==> src/rtl/dmt_pkg.sv <==
package dmt_pkg;
  typedef enum logic [1:0] {
    ACT_KEEP = 2'b00,
    ACT_LOW  = 2'b01,
    ACT_HIGH = 2'b10,
    ACT_FLIP = 2'b11
  } act_e;

  localparam logic [1:0] ADDR_CNT  = 2'd0;
  localparam logic [1:0] ADDR_CMPA = 2'd1;
  localparam logic [1:0] ADDR_CMPB = 2'd2;
  localparam logic [1:0] ADDR_CTL  = 2'd3;

  typedef struct packed {
    logic ldCnt;
    logic ldCmpA;
    logic ldCmpB;
    logic ldCtl;
    logic inc;
    logic drvLow;
    logic drvHigh;
    logic flip;
  } strobe_t;
endpackage

==> src/rtl/dmt_ctrl.sv <==
module dmt_ctrl
  import dmt_pkg::*;
#(
  parameter int CNT_W = 8,
  parameter int SEL_W = 4
) (
  input  logic             tickEn,
  input  logic             wrEn,
  input  logic [1:0]       wrAddr,
  input  logic [CNT_W-1:0] cnt,
  input  logic [CNT_W-1:0] cmpA,
  input  logic [CNT_W-1:0] cmpB,
  input  logic [SEL_W-1:0] sel,
  output strobe_t          stb
);
  localparam int FIELD_W = SEL_W / 2;

  logic matchA, matchB;
  act_e actA, actB, winAct;

  always_comb begin
    matchA = tickEn && (cnt == cmpA);
    matchB = tickEn && (cnt == cmpB);
    actA   = matchA ? act_e'(sel[FIELD_W-1:0]) : ACT_KEEP;
    actB   = matchB ? act_e'(sel[SEL_W-1:FIELD_W]) : ACT_KEEP;
    // codes are ordered so that the larger one is the stronger action
    winAct = (actA > actB) ? actA : actB;
  end

  always_comb begin
    stb         = '0;
    stb.ldCnt   = wrEn && (wrAddr == ADDR_CNT);
    stb.ldCmpA  = wrEn && (wrAddr == ADDR_CMPA);
    stb.ldCmpB  = wrEn && (wrAddr == ADDR_CMPB);
    stb.ldCtl   = wrEn && (wrAddr == ADDR_CTL);
    stb.inc     = tickEn;
    stb.flip    = (winAct == ACT_FLIP);
    stb.drvHigh = (winAct == ACT_HIGH);
    stb.drvLow  = (winAct == ACT_LOW);
  end
endmodule

==> src/rtl/dmt_datapath.sv <==
module dmt_datapath
  import dmt_pkg::*;
#(
  parameter int CNT_W = 8,
  parameter int SEL_W = 4
) (
  input  logic             clk,
  input  logic             rstN,
  input  strobe_t          stb,
  input  logic [CNT_W-1:0] wrData,
  input  logic [1:0]       rdAddr,
  output logic [CNT_W-1:0] rdData,
  output logic [CNT_W-1:0] cnt,
  output logic [CNT_W-1:0] cmpA,
  output logic [CNT_W-1:0] cmpB,
  output logic [SEL_W-1:0] sel,
  output logic             outLevel,
  output logic             timerOut
);
  localparam int FIXED_BIT = SEL_W;

  always_ff @(posedge clk) begin
    if (!rstN) begin
      cnt <= '0;
    end else if (stb.ldCnt) begin
      cnt <= wrData;
    end else if (stb.inc) begin
      cnt <= cnt + 1'b1;
    end
  end

  always_ff @(posedge clk) begin
    if (!rstN) begin
      cmpA <= '1;
      cmpB <= '1;
      sel  <= '0;
    end else begin
      if (stb.ldCmpA) cmpA <= wrData;
      if (stb.ldCmpB) cmpB <= wrData;
      if (stb.ldCtl)  sel  <= wrData[SEL_W-1:0];
    end
  end

  always_ff @(posedge clk) begin
    if (!rstN) begin
      outLevel <= 1'b0;
    end else if (stb.flip) begin
      outLevel <= ~outLevel;
    end else if (stb.drvHigh) begin
      outLevel <= 1'b1;
    end else if (stb.drvLow) begin
      outLevel <= 1'b0;
    end
  end

  assign timerOut = (|sel) & outLevel;

  logic [CNT_W-1:0] ctlView;
  always_comb begin
    ctlView              = '0;
    ctlView[FIXED_BIT]   = 1'b1;
    ctlView[SEL_W-1:0]   = sel;
    unique case (rdAddr)
      ADDR_CNT:  rdData = cnt;
      ADDR_CMPA: rdData = cmpA;
      ADDR_CMPB: rdData = cmpB;
      default:   rdData = ctlView;
    endcase
  end
endmodule

==> src/rtl/dual_match_timer.sv <==
module dual_match_timer
  import dmt_pkg::*;
#(
  parameter int CNT_W = 8
) (
  input  logic             clk,
  input  logic             rstN,
  input  logic             tickEn,
  input  logic             wrEn,
  input  logic [1:0]       wrAddr,
  input  logic [CNT_W-1:0] wrData,
  input  logic [1:0]       rdAddr,
  output logic [CNT_W-1:0] rdData,
  output logic             timerOut
);
  localparam int SEL_W = 4;

  strobe_t          stb;
  logic [CNT_W-1:0] cnt, cmpA, cmpB;
  logic [SEL_W-1:0] sel;
  logic             outLevel;

  dmt_ctrl #(.CNT_W(CNT_W), .SEL_W(SEL_W)) uCtrl (
    .tickEn(tickEn), .wrEn(wrEn), .wrAddr(wrAddr),
    .cnt(cnt), .cmpA(cmpA), .cmpB(cmpB), .sel(sel), .stb(stb)
  );

  dmt_datapath #(.CNT_W(CNT_W), .SEL_W(SEL_W)) uData (
    .clk(clk), .rstN(rstN), .stb(stb), .wrData(wrData),
    .rdAddr(rdAddr), .rdData(rdData), .cnt(cnt), .cmpA(cmpA),
    .cmpB(cmpB), .sel(sel), .outLevel(outLevel), .timerOut(timerOut)
  );
endmodule

==> config.mk <==
export PLATFORM = sky130hd
export DESIGN_NAME = dual_match_timer
export DESIGN_NICKNAME = d
export VERILOG_FILES = /design/src/rtl/dmt_pkg.sv /design/src/rtl/dmt_ctrl.sv /design/src/rtl/dmt_datapath.sv /design/src/rtl/dual_match_timer.sv
export SDC_FILE = /design/constraint.sdc
export NUM_CORES = 1
export LEC_CHECK = 0
export BUFFER_PORTS_ARGS = -buffer_cell sky130_fd_sc_hd__buf_2
export CAP_MARGIN = 40
export CELL_PAD_IN_SITES_DETAIL_PLACEMENT = 0
export CELL_PAD_IN_SITES_GLOBAL_PLACEMENT = 1
export CORE_AREA = 2 2 57 99
export DETAILED_ROUTE_END_ITERATION = 8
export DIE_AREA = 0 0 59 101
export PLACE_DENSITY = 0.62
export SYNTH_ARGS = -nofsm -noshare
export SYNTH_HDL_FRONTEND = slang
export SYNTH_HIERARCHICAL = 1
export SYNTH_SLANG_ARGS = --single-unit
export TNS_END_PERCENT = 20
==> constraint.sdc <==
create_clock -name clk -period 3.2 [get_ports clk]
set_input_delay 0.64 -clock clk [delete_from_list [all_inputs] [get_ports clk]]
set_output_delay 0.64 -clock clk [all_outputs]
set_load 0.005 [all_outputs]
==> out/summary.md, run 1 <==
The total leakage power is 0.0007722 µW. Yosys printed 6 warnings. The worst register-to-register path has a depth of 10. The maximum vdd drop is 0.0001772 V. The worst hold path class was reg2reg.

Detailed placement finished with a half-perimeter wire length of 3.325 mm. The synthesized design devotes to its leading area cell type 33.48% of total area. At the later pin of the worst-skew pair, clock insertion delay measures 0.28 ns. The total power draw came out at 814.1 µW. The post-route netlist has 17.97% of its cells at a drive strength greater than 1. Cell taking the most area after synthesis: dfxtp_1.

Buffers added to address setup during post-CTS repair amount to 0. The final routed DRC violation total was 0. In the synthesized netlist, the number of instances is 191. After detailed routing, the average wire length per cell comes to 16.55 µm. The clock arrives with 0.003628 ns of skew. For the final weighted congestion in routability-driven placement, the log shows 0.7915. The area growth from synthesis to layout is 14.72%. Most instantiated library cell after synthesis: nand2_1. By count the netlist is led by nand2_1 (30), dfxtp_1 (29), mux2i_1 (23). The first TritonRoute pass finished after 4 iterations.

In this run, synthesis produced a sequential element count of 29. For this configuration, the core starts out at a cell density of 33.56%. The clock edge transition at the registers on the reported setup and hold paths is 0.06 ns. The synthesized netlist devotes 9.019% of its cell area to compound gates. The mean post-synth cell area is 9.079 µm², and the adder-cell area share of the yosys netlist is 2.886%. The power density normalized to cell area works out to 409.2 nW/µm².

The startpoint identified for the worst register-to-register timing path is uData/cnt[4]. The region available for standard cell placement spans 5167 µm². Summing the areas of all and, or, nand and nor instances in the mapped netlist gives 22.44% of the synthesized area. Clock tree synthesis found a total of 29 sinks. The kind of end point of the critical path was a flip-flop. The iteration-0 DRC count of the detailed router is 31, and the overall global routing resource usage is 16.45%. The number of global-route vias before repair came out at 1439.

The run finished with clean final reports. For the number of setup violations in the final report, the log shows 0. Hold repair after CTS inserted 0 buffers. The die width is 59 µm, and the number of standard cells in the layout, taps in and fillers out is 272. The final max-slew violation count was 0; the critical-path maximum fanout was 6. In the post-synthesis netlist, the biggest area contributors are dfxtp_1 (33%), mux2i_1 (13%), xnor2_1 (9.1%). Yosys mapped a number of flops with a built-in enable equal to 0.

The vertical die dimension works out to 101 µm. The clock tree buffer depth was 2. The achievable frequency is 348.0 MHz, and the worst setup slack for register-to-register paths is 0.33 ns. The largest family of logic cells by synthesized area was simple AND/OR/NAND/NOR gates. The share of cell area taken by muxes after synthesis came out at 18.69%. The total placed instance area is 1909 µm². STA classifies the critical path startpoint as a flip-flop. Summing all non-filler instances in the final layout gives an area of 1989 µm².

Gates resized during post-CTS repair numbered 0. Using the TritonRoute via totals, the vias-per-cell ratio works out to 5.217. The final period utilization came out at 89.81%.

The floorplan has 35 rows. STA puts the critical path data required time at 3.37 ns. Setup total negative slack on the finished layout was measured at 0 ns. The fraction of registers with async set or reset after synthesis was 0%; the xor/xnor share of the synthesized area was 10.10%. The first global-routing pass estimated 7.224 mm of wire. The cell sitting at the root of the clock tree is a clkbuf_8. The run gives 0 as the final global-route overflow total. The run gives 0 as the number of antenna violations at the first check in global routing. The worst-case headroom to the max-slew limit is 60.55%, and the sum of routed wire length over all layers is 4.501 mm. The tools report the critical path startpoint as uData/cnt[4].

Synthesis produced a netlist with a net count of 211. The tools report the critical register-to-register path endpoint as uData/outLevel. The post-synthesis instance area was 1734 µm²; the number of port buffers was 24. The detail route stage leaves a number of antenna-violating nets equal to 0.

Entering global routing, the biggest net connects 31 pins. The critical path capture point was uData/outLevel. For the net total in the final layout, the log shows 236.

Buffers inserted during clock tree synthesis total 5. The clock tree synthesis step divided the H-tree into 2 levels. By startpoint and endpoint, the worst setup path is classified as reg2reg. The portion of the post-synthesis area used by sequential elements came out at 33.48%. Yosys mapped the design onto 38 distinct sky130hd cell types. The detailed router placed 1419 vias in this run. TritonCTS built the clock tree. In this run the count of I/O pins placed on the die edge is 25. 0 antenna diodes ended up in the layout. For the cell count after placement, the log shows 264. The die covers 5959 µm². The final hold violation count is 0. Setup repair after global routing left no endpoint under its margin. For the worst setup path, the data arrival time is 3.04 ns.

Most common flop cell mapped by yosys: dfxtp_1. For the finished layout, the period the worst path requires is 2.874 ns. The pin slew with the least headroom to its limit was 0.5918 ns; the number of max-cap violations was 0.
critical path, cell delays in order (launching register included):
cell     delay (ns)
dfxtp_1        0.47
xnor2_1        0.20
nand3_1        0.16
nor3_1         0.24
nand2_1        0.12
ha_1           0.30
nor2b_1        0.14
o21ai_1        0.12
or4b_4         0.48
and3b_1        0.19
o311a_1        0.33
through the flow:
step | util (%) | setup slack, ns | hold WS (ns)
after floorplan | - | 0.5478 | 0.4772
after global placement | 36.95 | 0.3389 | 0.4998
after detailed placement | 36.95 | 0.3232 | 0.5073
after CTS | 38.50 | 0.3209 | 0.5179
after global routing | 38.50 | 0.1232 | 0.5385
final | 38.50 | 0.3262 | 0.5175
state kept, by name, summed over array words and instances (netlist names):
name / cells
uData/outLevel: 1
uData/cmpA: 8
uData/sel: 4
uData/cmpB: 8
uData/cnt: 8
logic make-up after synthesis:
| group | after synthesis |
|---|---|
| AND/OR/NAND/NOR | 72 |
| flip-flops | 29 |
| multiplexers | 27 |
| AO/OA/AOI/OAI | 26 |
| XOR/XNOR | 20 |
| buffers and inverters | 13 |
| adder cells (fa/ha/maj) | 4 |
cells in the final DEF (no fill, tap or decap), drive strengths merged, types with 2 or more instances in the layout:
master | synthesis | routed
xnor2 | 18 | 18
and2 | 5 | 5
o21ai | 14 | 14
and3b | 2 | 2
xor2 | 2 | 2
or4 | 2 | 2
dfxtp | 29 | 29
a31oi | 2 | 2
ha | 4 | 4
nand4 | 5 | 5
mux4 | 4 | 4
clkbuf | 5 | 8
nor2b | 8 | 8
a21oi | 4 | 4
or3 | 2 | 2
nor3 | 2 | 2
buf | 6 | 29
nand3 | 8 | 8
mux2i | 23 | 23
nor3b | 2 | 2
inv | 2 | 2
nand2 | 30 | 30
worst min-delay path by stage:
stage                              from             to  slack (ns)  cells past startpoint
after global routing      uData/cmpB[4]  uData/cmpB[4]        0.54                      2
after detailed placement  uData/cmpB[4]  uData/cmpB[4]        0.51                      2
final                     uData/cmpB[4]  uData/cmpB[4]        0.52                      2
after floorplan           uData/cmpA[2]  uData/cmpA[2]        0.48                      2
after global placement    uData/cmpB[3]  uData/cmpB[3]        0.50                      2
after CTS                 uData/cmpB[4]  uData/cmpB[4]        0.52                      2
layout make-up:
type / instances / area [µm²]
fill: 564 / 3178
tap: 55 / 68.82
timing repair buffer: 29 / 157.7
multi-input combinational: 149 / 1095
sequential: 29 / 580.6
clock buffer: 8 / 80.08
inverter: 2 / 7.507
power by group:
group | internal (µW) | total (µW) | switching, µW | leakage, µW
registers | 377 | 400 | 23.7 | 0.000237
clock network | 154 | 286 | 132 | 0.0000395
logic | 65.3 | 127 | 61.9 | 0.000496
total | 596 | 814 | 218 | 0.000772
routing by layer:
metal	vias up	routed length [µm]	part of all wire [%]	track usage, %
li1	727	-	-	-
met1	653	1815	40	17.64
met2	31	2452	54	30.43
met3	8	137	3.0	3.081
met4	0	95	2.1	6.469
met5	-	0	0	0
Note: power is estimated with default switching activity, not from simulation.
==> run 2: changes to the inputs <==
--- a/config.mk
+++ b/config.mk
@@ -9,12 +9,11 @@
 export CAP_MARGIN = 40
 export CELL_PAD_IN_SITES_DETAIL_PLACEMENT = 0
 export CELL_PAD_IN_SITES_GLOBAL_PLACEMENT = 1
-export CORE_AREA = 2 2 57 99
+export CORE_AREA = 2 2 56 98
 export DETAILED_ROUTE_END_ITERATION = 8
-export DIE_AREA = 0 0 59 101
-export PLACE_DENSITY = 0.62
+export DIE_AREA = 0 0 58 100
+export PLACE_DENSITY = 0.64
 export SYNTH_ARGS = -nofsm -noshare
 export SYNTH_HDL_FRONTEND = slang
-export SYNTH_HIERARCHICAL = 1
 export SYNTH_SLANG_ARGS = --single-unit
 export TNS_END_PERCENT = 20
==> out/summary.md, run 2 <==
The clock tree skew after final layout was 0.005601 ns (+0.001973 ns). Portion of the post-synthesis area used by sequential elements: 33.79% (+0.32 points). Cell-internal power: 642.8 µW (+7.8%). The worst hold path class is reg2reg. The post-synthesis instance area is 1718 µm² (-0.94%), and the number of flops mapped to enable cells by yosys is 0 (unchanged). Residual antenna-violating net count after detailed routing: 0 (unchanged). The total vias in the final route was 1416 (-0.21%); the number of vias per cell was 5.187 (-0.58%). The logs give 5 (unchanged) for the total clock buffers created by CTS and 3.37 ns (about the same) for the data required time at the worst endpoint. The starting density of the core was 33.82% (+0.26 points).

The final period utilization works out to 71.15% (-19 points). The largest registers in the layout are uData.cmpA: 8 flops, uData.cmpB: 8 flops, uData.cnt: 8 flops. The run finished with clean final reports. The number of placement rows is 35 (unchanged), and the number of diodes is 0 (unchanged). The number of warning messages in the yosys log came out at 0 (-6). The die width is 58 µm (-1.7%), and the total leakage power is 0.0008152 µW (+5.6%). The final hold violation count was 0 (unchanged); the final HPWL from detailed placement was 3.393 mm (+2.0%). The tools report the total of cells resized after clock tree synthesis as 0 (unchanged).

The final routed DRC violation total is 0 (unchanged). Top-level port count: 25 (unchanged). The maximum vdd drop is 0.0002737 V (+54%), and the vertical die dimension is 100 µm (-0.99%). The number of max-cap violations is 0 (unchanged), and the buffers inserted during post-CTS setup optimization is 0 (unchanged). Critical-path maximum fanout: 6 (unchanged). The number of port buffers works out to 24 (unchanged). Kind of end point of the critical path: a flip-flop.

For the net switching power, the log shows 239.2 µW (+9.8%). The clock edge transition at the registers on the reported setup and hold paths came out at 0.07 ns (about the same). The cell taking the most area after synthesis is dfxtp_1. The run gives 29 (unchanged) as the number of sinks driven by the clock tree.

The final weighted congestion in routability-driven placement was 0.8063 (+1.9%). The worst setup path is launched from a flip-flop. The post-synthesis net count was 220 (+4.3%). The fraction of layout instances using a drive strength above 1 works out to 21.10% (+3.1 points).

TritonCTS built the clock tree. The most common cell in the synthesized netlist is nand2_1. The achievable frequency is 439.2 MHz (+26%). The tools report the count of distinct cell types in the synthesized netlist as 37 (-2.6%). Area of the die: 5800 µm² (-2.7%).

The most common cell after layout, fill and taps aside is nand2_1. Level count of the clock H-tree: 2 (unchanged). The tools report the number of inserted filler cells in the final layout as 551 (-2.3%).

The wire length per cell is 15.78 µm (-4.6%), and the synthesized netlist cell count is 200 (+4.7%). Pin slew with the least headroom to its limit: 0.7121 ns (+0.1203 ns). Count of hold-fix buffers inserted at cts: 0 (unchanged). The run gives 8 (-74%) as the iteration-0 DRC count of the detailed router. The most used flip-flop cell after synthesis is dfxtp_1. The logs give 2.45 ns (-0.59 ns) for the data arrival time of the critical path and 0 (unchanged) for the final global-route overflow total. For the clock tree buffer depth, the log shows 2 (unchanged).

Area growth from synthesis to layout: 11.65%. The tools report the sum of routed wire length over all layers as 4.308 mm (-4.3%). For the worst-case headroom to the max-slew limit, the log shows 52.53% (-8.0 points).

In the layout the commonest cells are nand2_1 (44), dfxtp_1 (29), buf_2 (24). The top cell type's share of synthesized area is 33.79% (+0.32 points). The critical path in this run is classified as reg2reg. The total area of multi-input combinational cells was 1032 µm² (-5.7%); the relative contribution of sequential cells to total power was 46.4% (-2.8 points).

Ranked by instance count, the synthesized netlist is headed by nand2_1 (44), dfxtp_1 (29), nand3_1 (18). The fraction of registers with async set or reset after synthesis came out at 0% (unchanged). The clock network fraction of design power came out at 38.1% (+2.9 points).

The mean post-synth cell area came out at 8.589 µm² (-5.4%). The detailed-router iteration count before antenna repair came out at 6 (+2). The flip-flop and latch count after synthesis came out at 29 (unchanged). Final total negative setup slack: 0 ns (unchanged). The tree is rooted in a clkbuf_8. The core footprint was 5080 µm² (-1.7%); the number of setup violations in the final report was 0 (unchanged). The net total in the final layout is 237 (+0.42%), and the total area of sequential cells is 580.6 µm² (unchanged).

The largest net degree at the start of global routing was 21 (-32%); the final max-slew violation count was 0 (unchanged). The tools report the number of antenna violations at the first check in global routing as 0 (unchanged). Power density normalized to cell area: 459.8 nW/µm² (+12%). The post-route minimum period works out to 2.277 ns (-0.5969 ns). Part of the total power dissipated in combinational logic: 15.5% (about the same). Yosys attributes the largest share of cell area to dfxtp_1 (34%), nand2_1 (9.6%), xnor2_1 (7.6%). The switching share of total power is 27.12% (+0.35 points). Setup repair after global routing left no endpoint under its margin. The global-route wire length before repair came out at 7.031 mm (-2.7%). Number of global-route vias before repair: 1367 (-5.0%). The logs give 0.28 ns (about the same) for the clock latency reported for the late side of the worst-skew pair and 16.33% (-0.13 points) for the overall global routing resource usage. The total power draw is 882.0 µW (+8.3%).
[run 2: final cells by class]
| type | count | share of cell area, % |
|---|---|---|
| well taps | 55 | 3.588 |
| inverters | 4 | 0.7828 |
| clock buffers | 7 | 5.023 |
| clock inverters | 1 | 0.2609 |
| flip-flops and latches | 29 | 30.27 |
| multi-input cells | 153 | 53.82 |
| repair buffers | 24 | 6.262 |
[run 2: power by group through the flow]
stage	sequential (µW)	combinational, µW	clock (µW)
final	409	137	336
after CTS	410	139	346
after floorplan	403	110	0
after global routing	413	153	360
after detailed placement	418	139	0
after global placement	418	139	0
[run 2: cells by family after synthesis]
| kind of cell | Yosys count | share of synthesized area [%] |
|---|---|---|
| xor gates and xnor gates | 23 | 13.04 |
| AOI/OAI and AO/OA | 21 | 9.105 |
| muxes | 12 | 9.906 |
| adders and majority gates | 4 | 2.913 |
| buffers and inverters | 18 | 6.117 |
| and+or+nand+nor | 93 | 25.13 |
| DFF | 29 | 33.79 |
[run 2: final timing paths]
kind                  from        endpoint  slack [ns]  depth (start not counted)
max           uData.cnt[3]  uData.outLevel        0.92                          9
min          uData.cmpB[6]   uData.cmpB[6]        0.50                          2
max reg2reg   uData.cnt[3]  uData.outLevel        0.92                          9
min reg2reg  uData.cmpB[6]   uData.cmpB[6]        0.50                          2
[run 2: routing by layer]
metal	part of all wire, %	track usage [%]	vias to the layer above
li1	-	-	712
met1	41	18.57	682
met2	56	29.55	16
met3	2.0	2.964	6
met4	1.7	5.903	0
met5	0	0	-
[run 2: critical path, cell delays in order, from the launching register on]
cell,delay (ns)
dfxtp_1,0.51
xnor2_1,0.16
nand3_1,0.10
nor4_2,0.37
nand2_1,0.13
ha_1,0.30
nor2b_1,0.13
o21ai_0,0.22
a31oi_1,0.13
o311a_1,0.12
[run 2: per-stage QoR]
stage / util (%) / cells / hold slack [ns] / instance area (µm²) / worst slack [ns]
floorplan: - / 200 / 0.4698 / 1718 / 1.057
global route: 37.76 / 273 / 0.5322 / 1918 / 0.6456
global placement: 35.76 / 265 / 0.4924 / 1817 / 0.9376
CTS: 37.76 / 273 / 0.5051 / 1918 / 0.9483
detailed placement: 35.76 / 265 / 0.4946 / 1817 / 0.8890
finish: 37.76 / 273 / 0.5007 / 1918 / 0.9231
